## config.mk

```make
export PLATFORM = sky130hd
export DESIGN_NAME = flash_cmd_decoder
export DESIGN_NICKNAME = d
export VERILOG_FILES = /design/src/rtl/flash_cmd_pkg.sv /design/src/rtl/cmd_match.sv /design/src/rtl/cmd_seq_fsm.sv /design/src/rtl/req_reg.sv /design/src/rtl/flash_cmd_decoder.sv
export SDC_FILE = /design/constraint.sdc
export NUM_CORES = 1
export LEC_CHECK = 0
export BUFFER_PORTS_ARGS = -buffer_cell sky130_fd_sc_hd__buf_4
export CORE_ASPECT_RATIO = 0.75
export CORE_MARGIN = 3
export CORE_UTILIZATION = 50
export DETAILED_ROUTE_END_ITERATION = 7
export GPL_ROUTABILITY_DRIVEN = 1
export HOLD_SLACK_MARGIN = 0.1
export PLACE_DENSITY = 0.79
export SKIP_LAST_GASP = 1
export SYNTH_ARGS = -nofsm -noshare
export SYNTH_HDL_FRONTEND = slang
export SYNTH_SLANG_ARGS = --single-unit
export TNS_END_PERCENT = 10
```

## constraint.sdc

```tcl
create_clock -name clk -period 3 [get_ports clk]
set_input_delay 0.3 -clock clk [delete_from_list [all_inputs] [get_ports clk]]
set_output_delay 0.3 -clock clk [all_outputs]
set_load 0.02 [all_outputs]
```

## src/rtl/flash_cmd_pkg.sv

```systemverilog
package flash_cmd_pkg;

    typedef enum logic [2:0] {
        M_READ         = 3'd0,
        M_AUTOSEL      = 3'd1,
        M_BYPASS       = 3'd2,
        M_SECURE       = 3'd3,
        M_CFI          = 3'd4,
        M_SUSP         = 3'd5,
        M_SUSP_AUTOSEL = 3'd6
    } mode_e;

    typedef enum logic [3:0] {
        S_IDLE, S_UNLK1, S_UNLK2, S_PROG,
        S_ERS1, S_ERS2, S_ERS3,
        S_BYP_PROG, S_BYP_RST, S_SEC_EXIT
    } seq_e;

    typedef enum logic [2:0] {
        OP_NONE   = 3'd0,
        OP_PROG   = 3'd1,
        OP_CHIP   = 3'd2,
        OP_SECT   = 3'd3,
        OP_SUSP   = 3'd4,
        OP_RESUME = 3'd5
    } op_e;

    localparam int KEY_W = 11;

    localparam logic [KEY_W-1:0] ADR_KEY1 = 11'h555;
    localparam logic [KEY_W-1:0] ADR_KEY2 = 11'h2AA;
    localparam logic [KEY_W-1:0] ADR_CFI  = 11'h055;

    localparam logic [7:0] CB_KEY1    = 8'hAA;
    localparam logic [7:0] CB_KEY2    = 8'h55;
    localparam logic [7:0] CB_IDENT   = 8'h90;
    localparam logic [7:0] CB_PROG    = 8'hA0;
    localparam logic [7:0] CB_SECURE  = 8'h88;
    localparam logic [7:0] CB_ERASE   = 8'h80;
    localparam logic [7:0] CB_BYPASS  = 8'h20;
    localparam logic [7:0] CB_CHIP    = 8'h10;
    localparam logic [7:0] CB_SECT    = 8'h30;
    localparam logic [7:0] CB_SUSP    = 8'hB0;
    localparam logic [7:0] CB_RESET   = 8'hF0;
    localparam logic [7:0] CB_CFI     = 8'h98;
    localparam logic [7:0] CB_ZERO    = 8'h00;

endpackage

```

## src/rtl/cmd_match.sv

```systemverilog
module cmd_match
    import flash_cmd_pkg::*;
(
    input  logic [KEY_W-1:0] addr_lo,
    input  logic [7:0]       data_lo,
    output logic [7:0]       cmd_byte,
    output logic             at_key1,
    output logic             at_key2,
    output logic             at_cfi
);
    // Only the low address window and the low data byte take part in matching.
    assign cmd_byte = data_lo;
    assign at_key1  = (addr_lo == ADR_KEY1);
    assign at_key2  = (addr_lo == ADR_KEY2);
    assign at_cfi   = (addr_lo == ADR_CFI);
endmodule

```

## src/rtl/cmd_seq_fsm.sv

```systemverilog
module cmd_seq_fsm
    import flash_cmd_pkg::*;
#(
    parameter int ADDR_W   = 20,
    parameter int DATA_W   = 16,
    parameter int SECT_LSB = 12
) (
    input  logic              clk,
    input  logic              rst_n,
    input  logic              wr_en,
    input  logic              erase_busy,
    input  logic [ADDR_W-1:0] wr_addr,
    input  logic [DATA_W-1:0] wr_data,
    input  logic [7:0]        cmd_byte,
    input  logic              at_key1,
    input  logic              at_key2,
    input  logic              at_cfi,
    output mode_e             mode,
    output logic              nxt_valid,
    output op_e               nxt_op,
    output logic [ADDR_W-1:0] nxt_addr,
    output logic [DATA_W-1:0] nxt_data
);
    localparam int SECT_W = ADDR_W - SECT_LSB;

    seq_e  seq, seq_n;
    mode_e mode_n, rst_tgt;
    logic  f0_hit;

    always_ff @(posedge clk or negedge rst_n) begin
        if (!rst_n) begin
            seq  <= S_IDLE;
            mode <= M_READ;
        end else begin
            seq  <= seq_n;
            mode <= mode_n;
        end
    end

    always_comb begin
        seq_n     = seq;
        mode_n    = mode;
        nxt_valid = 1'b0;
        nxt_op    = OP_NONE;
        nxt_addr  = '0;
        nxt_data  = '0;
        rst_tgt   = (mode == M_SUSP || mode == M_SUSP_AUTOSEL) ? M_SUSP : M_READ;
        f0_hit    = (cmd_byte == CB_RESET) && (mode != M_BYPASS);
        if (wr_en) begin
            if (erase_busy) begin
                if (cmd_byte == CB_SUSP && mode == M_READ) begin
                    seq_n     = S_IDLE;
                    mode_n    = M_SUSP;
                    nxt_valid = 1'b1;
                    nxt_op    = OP_SUSP;
                end
            end else begin
                seq_n = S_IDLE;
                unique case (seq)
                    S_IDLE: begin
                        if (mode == M_BYPASS) begin
                            if (cmd_byte == CB_PROG)       seq_n = S_BYP_PROG;
                            else if (cmd_byte == CB_IDENT) seq_n = S_BYP_RST;
                        end else if (f0_hit) begin
                            mode_n = rst_tgt;
                        end else if (cmd_byte == CB_CFI && at_cfi &&
                                     (mode == M_READ || mode == M_AUTOSEL)) begin
                            mode_n = M_CFI;
                        end else if (cmd_byte == CB_SECT && mode == M_SUSP) begin
                            mode_n    = M_READ;
                            nxt_valid = 1'b1;
                            nxt_op    = OP_RESUME;
                        end else if (cmd_byte == CB_KEY1 && at_key1 &&
                                     (mode == M_READ || mode == M_SUSP || mode == M_SECURE)) begin
                            seq_n = S_UNLK1;
                        end
                    end
                    S_UNLK1: begin
                        if (cmd_byte == CB_KEY2 && at_key2) seq_n  = S_UNLK2;
                        else if (f0_hit)                    mode_n = rst_tgt;
                    end
                    S_UNLK2: begin
                        if (f0_hit) begin
                            mode_n = rst_tgt;
                        end else if (at_key1) begin
                            if (cmd_byte == CB_PROG) begin
                                seq_n = S_PROG;
                            end else if (cmd_byte == CB_IDENT) begin
                                if (mode == M_READ)      mode_n = M_AUTOSEL;
                                else if (mode == M_SUSP) mode_n = M_SUSP_AUTOSEL;
                                else                     seq_n  = S_SEC_EXIT;
                            end else if (mode == M_READ) begin
                                if (cmd_byte == CB_SECURE)      mode_n = M_SECURE;
                                else if (cmd_byte == CB_ERASE)  seq_n  = S_ERS1;
                                else if (cmd_byte == CB_BYPASS) mode_n = M_BYPASS;
                            end
                        end
                    end
                    S_PROG, S_BYP_PROG: begin
                        nxt_valid = 1'b1;
                        nxt_op    = OP_PROG;
                        nxt_addr  = wr_addr;
                        nxt_data  = wr_data;
                    end
                    S_ERS1: begin
                        if (cmd_byte == CB_KEY1 && at_key1) seq_n  = S_ERS2;
                        else if (f0_hit)                    mode_n = rst_tgt;
                    end
                    S_ERS2: begin
                        if (cmd_byte == CB_KEY2 && at_key2) seq_n  = S_ERS3;
                        else if (f0_hit)                    mode_n = rst_tgt;
                    end
                    S_ERS3: begin
                        if (cmd_byte == CB_CHIP && at_key1) begin
                            nxt_valid = 1'b1;
                            nxt_op    = OP_CHIP;
                        end else if (cmd_byte == CB_SECT) begin
                            nxt_valid = 1'b1;
                            nxt_op    = OP_SECT;
                            nxt_addr  = {wr_addr[ADDR_W-1:SECT_LSB], {SECT_LSB{1'b0}}};
                        end else if (f0_hit) begin
                            mode_n = rst_tgt;
                        end
                    end
                    S_BYP_RST: begin
                        if (cmd_byte == CB_ZERO) mode_n = M_READ;
                    end
                    S_SEC_EXIT: begin
                        if (cmd_byte == CB_ZERO || f0_hit) mode_n = M_READ;
                    end
                    default: seq_n = S_IDLE;
                endcase
            end
        end
    end

    logic [SECT_W-1:0] unused_sect_w;
    assign unused_sect_w = '0;
endmodule

```

## src/rtl/req_reg.sv

```systemverilog
module req_reg
    import flash_cmd_pkg::*;
#(
    parameter int ADDR_W = 20,
    parameter int DATA_W = 16
) (
    input  logic              clk,
    input  logic              rst_n,
    input  logic              nxt_valid,
    input  op_e               nxt_op,
    input  logic [ADDR_W-1:0] nxt_addr,
    input  logic [DATA_W-1:0] nxt_data,
    output logic              req_valid,
    output op_e               req_op,
    output logic [ADDR_W-1:0] req_addr,
    output logic [DATA_W-1:0] req_data
);
    always_ff @(posedge clk or negedge rst_n) begin
        if (!rst_n) begin
            req_valid <= 1'b0;
            req_op    <= OP_NONE;
            req_addr  <= '0;
            req_data  <= '0;
        end else begin
            req_valid <= nxt_valid;
            req_op    <= nxt_op;
            req_addr  <= nxt_addr;
            req_data  <= nxt_data;
        end
    end
endmodule

```

## src/rtl/flash_cmd_decoder.sv

```systemverilog
module flash_cmd_decoder
    import flash_cmd_pkg::*;
#(
    parameter int ADDR_W   = 20,
    parameter int DATA_W   = 16,
    parameter int SECT_LSB = 12
) (
    input  logic              clk,
    input  logic              rst_n,
    input  logic              wr_en,
    input  logic [ADDR_W-1:0] wr_addr,
    input  logic [DATA_W-1:0] wr_data,
    input  logic              erase_busy,
    output logic [2:0]        mode,
    output logic              req_valid,
    output logic [2:0]        req_op,
    output logic [ADDR_W-1:0] req_addr,
    output logic [DATA_W-1:0] req_data
);
    logic [7:0]        cmd_byte;
    logic              at_key1, at_key2, at_cfi;
    mode_e             mode_q;
    logic              nxt_valid;
    op_e               nxt_op, op_q;
    logic [ADDR_W-1:0] nxt_addr;
    logic [DATA_W-1:0] nxt_data;

    cmd_match u_match (
        .addr_lo  (wr_addr[KEY_W-1:0]),
        .data_lo  (wr_data[7:0]),
        .cmd_byte (cmd_byte),
        .at_key1  (at_key1),
        .at_key2  (at_key2),
        .at_cfi   (at_cfi)
    );

    cmd_seq_fsm #(.ADDR_W(ADDR_W), .DATA_W(DATA_W), .SECT_LSB(SECT_LSB)) u_fsm (
        .clk        (clk),
        .rst_n      (rst_n),
        .wr_en      (wr_en),
        .erase_busy (erase_busy),
        .wr_addr    (wr_addr),
        .wr_data    (wr_data),
        .cmd_byte   (cmd_byte),
        .at_key1    (at_key1),
        .at_key2    (at_key2),
        .at_cfi     (at_cfi),
        .mode       (mode_q),
        .nxt_valid  (nxt_valid),
        .nxt_op     (nxt_op),
        .nxt_addr   (nxt_addr),
        .nxt_data   (nxt_data)
    );

    req_reg #(.ADDR_W(ADDR_W), .DATA_W(DATA_W)) u_req (
        .clk       (clk),
        .rst_n     (rst_n),
        .nxt_valid (nxt_valid),
        .nxt_op    (nxt_op),
        .nxt_addr  (nxt_addr),
        .nxt_data  (nxt_data),
        .req_valid (req_valid),
        .req_op    (op_q),
        .req_addr  (req_addr),
        .req_data  (req_data)
    );

    assign mode   = mode_q;
    assign req_op = op_q;
endmodule

```

==> reports/qor.csv <==
stage,metric,value,unit
status,status,completed,
worst_setup_path,type of the worst setup path,reg -> reg,
worst_hold_path,HP Class,in -> reg,
synth,Cells after Synth,236,
clocking,# resized after CTS,0,
route,Wirelength per Cell,16.7,um
synth,"Async S/R FF share, synth",1.00,
finish,fin util,0.700,
worst_hold_path,Hold Path Sink,u_req.req_addr[12],
synth,post-synthesis cell area,0.00237,mm2
power,VDD IR-drop max,0.277,mV
global_route,GRT overflow,0,
timing,PnR worst setup slack,0.544,ns
clocking,post-CTS setup buffers,0,
synth,post-synthesis register bit count,47,
route,final wirelength,6350,um
job,total of max-cap violations,0,
route,antenna-violating nets left,0,
timing,RSZ-0062 raised after global routing,no,
synth,Avg Inst Size Synth,10.0,um2
floorplanning,Chip Width,85.4,um
finish,P&R area growth vs syn,33.6,%
worst_setup_path,FF-to-FF Start,u_fsm.mode[1],
timing,post-layout min period,2.46,ns
floorplanning,Rows,21,
finish,NumNets Final,362,
global_route,initial antenna violation count,0,
floorplanning,die area,0.00560,mm2
finish,# diodes,0,
route,total number of vias,2117,
synth,synth unique cells,56,
finish,"commonest non-fill, non-tap cell in the layout",buf_4,
synth,Post-synth EDFFs,0,
finish,"commonest non-fill, non-tap cells in the layout","buf_4 (89), dfrtp_1 (47), and2_1 (38)",
floorplanning,I/O Pins,83,
clocking,clock root buffer,clkbuf_8,
worst_setup_path,Crit path arrival time,2.64,ns
timing,Max-slew headroom,0.609,
place,Port Buffers,82,
worst_setup_path,worst reg2reg setup slack,0.54,ns
worst_setup_path,maximum fanout along the worst path,11,
place,Place WS,0.256,ns
power,Power Density,384,mW/mm2
clocking,clk sinks,47,
finish,fillers,369,
timing,"Period Utilization, post-route",0.819,
power,Leak Pwr,1.52,nW
worst_setup_path,CP Capture Type,register,
worst_setup_path,startpoint types,register,
global_route,GRT Util Overall,0.237,
worst_setup_path,RR Endpoint,u_fsm.mode[2],
place,gpl congestion,0.915,
timing,Fin. Hold Viols,0,
clocking,clock slew at reported path FFs,0.10,ns
timing,clk_skew,0.00740,ns
place,Placed Instance Area,0.00306,mm2
synth,yosys warns,0,
worst_setup_path,path depth of the worst reg2reg path,8,
timing,Slew Limit Fails,0,
floorplanning,Starting Density,0.524,
worst_setup_path,Critical Path RT,3.19,ns
worst_hold_path,min-delay src,wr_addr[12],
worst_hold_path,worst hold path stage count,2,
timing,fmax,407,MHz
clocking,H-tree Lvls,2,
clocking,CTS max path bufs,2,
synth,main flop type after synthesis,dfrtp_1,
finish,layout cells sized above 1,0.337,
synth,Synthesized Nets,276,
finish,"Design Area, Final",0.00316,mm2
floorplanning,Die Span Y,65.6,um
floorplanning,core area,0.00452,mm2
route,drt pass-1 iters,4,
route,DRC errors left,0,
clocking,"Clk Latency, worst-skew pair",0.31,ns
timing,Worst Tran Pin Value,0.586,ns
synth,"Seq/Total Area, Yosys",0.497,
clocking,CTS tree,done,
global_route,pin count of the biggest net entering global routing,48,
global_route,global-route wire length before repair,10300,um
route,Iter 0 DRT Violations,119,
route,vias per inst,5.57,
clocking,CTS Buf Count,5,
timing,endpoints failing setup,0,
timing,sum of negative setup slack,0,ns
power,post-layout total power,0.00121,W
global_route,vias in the first global route,2086,
place,DP Wirelength,4730,um
-- stage by stage --
stage | hold slack (ns) | instances
5_1_grt | 0.188 | 380
3_3_place_gp | 0.331 | 371
2_1_floorplan | 0.00441 | 236
3_5_place_dp | 0.346 | 371
6_report | 0.193 | 380
4_1_cts | 0.190 | 380
-- cell usage after synthesis (4+ instances only) --
library cell | number | area, um2
nand2b_1 | 7 | 43.8
nor2_1 | 16 | 60.1
o21ai_0 | 11 | 55.1
nor4b_1 | 4 | 35.0
nor4_1 | 7 | 43.8
inv_1 | 4 | 15.0
nand2_1 | 12 | 45.0
clkbuf_1 | 9 | 33.8
or3_1 | 5 | 31.3
and2_1 | 38 | 238
nor3_1 | 6 | 30.0
dfrtp_1 | 47 | 1180
a21oi_1 | 4 | 20.0
nand4_1 | 4 | 25.0
-- final cells by class --
| type | count | area (um2) | share of cell area |
|---|---|---|---|
| tap | 57 | 71.3 | 0.0226 |
| inverter | 4 | 15.0 | 0.00475 |
| sequential | 47 | 1180 | 0.372 |
| clock inverter | 2 | 13.8 | 0.00435 |
| clock buffer | 6 | 82.6 | 0.0261 |
| timing repair buffer | 90 | 678 | 0.214 |
| multi-input combinational | 174 | 1120 | 0.356 |
-- critical path: stages, from the launching register on --
cell and delay, ns:
dfrtp_1 0.52, nor3b_1 0.20, buf_4 0.17, nor4_1 0.21, a2111oi_0 0.12, buf_4 0.19
or3_1 0.43, o41ai_1 0.37, a22oi_1 0.12
-- report_power, final --
group          internal (W)  total (W)  switching, W
sequential         0.000638   0.000649     0.0000106
clock              0.000189   0.000420      0.000232
combinational     0.0000670   0.000144     0.0000771
-- metal layers --
layer	up-vias	GRT usage	part of all wire
met5	-	0	0
met2	102	0.348	0.42
li1	1033	-	-
met1	973	0.329	0.47
met3	9	0.0815	0.10
met4	0	0.0751	0.012
-- worst max-delay path by stage --
stage | slack [ns] | to | from | cells after the start
CTS | 0.57 | u_fsm.mode[2] | u_fsm.mode[1] | 8
floorplan | 0.57 | u_fsm.mode[0] | wr_data[2] | 6
global route | 0.31 | u_fsm.mode[0] | u_fsm.mode[1] | 8
finish | 0.54 | u_fsm.mode[2] | u_fsm.mode[1] | 8
global placement | 0.25 | u_fsm.mode[0] | wr_data[2] | 7
detailed placement | 0.26 | u_fsm.mode[2] | wr_data[2] | 7
-- cells by family (layout without fill, tap and decap cells) --
family                 Yosys count  in the layout  share of synthesized area
AO/OA/AOI/OAI                   46             46                      0.143
XOR/XNOR                         2              2                    0.00740
buffers and inverters           15            102                     0.0275
flip-flops                      47             47                      0.497
AND/OR/NAND/NOR                126            126                      0.325
-- state kept, by name, indices dropped and copies added (netlist names) --
name             count
u_fsm.mode           3
u_fsm.seq            4
u_req.req_addr      20
u_req.req_data      16
u_req.req_op         3
u_req.req_valid      1
-- timing repair --
item                                    CTS  global route
endpoints found under the hold margin    47             0
hold buffers                              1             0
endpoints found under the setup margin    0             0
Note: power is estimated with default switching activity, not from simulation.
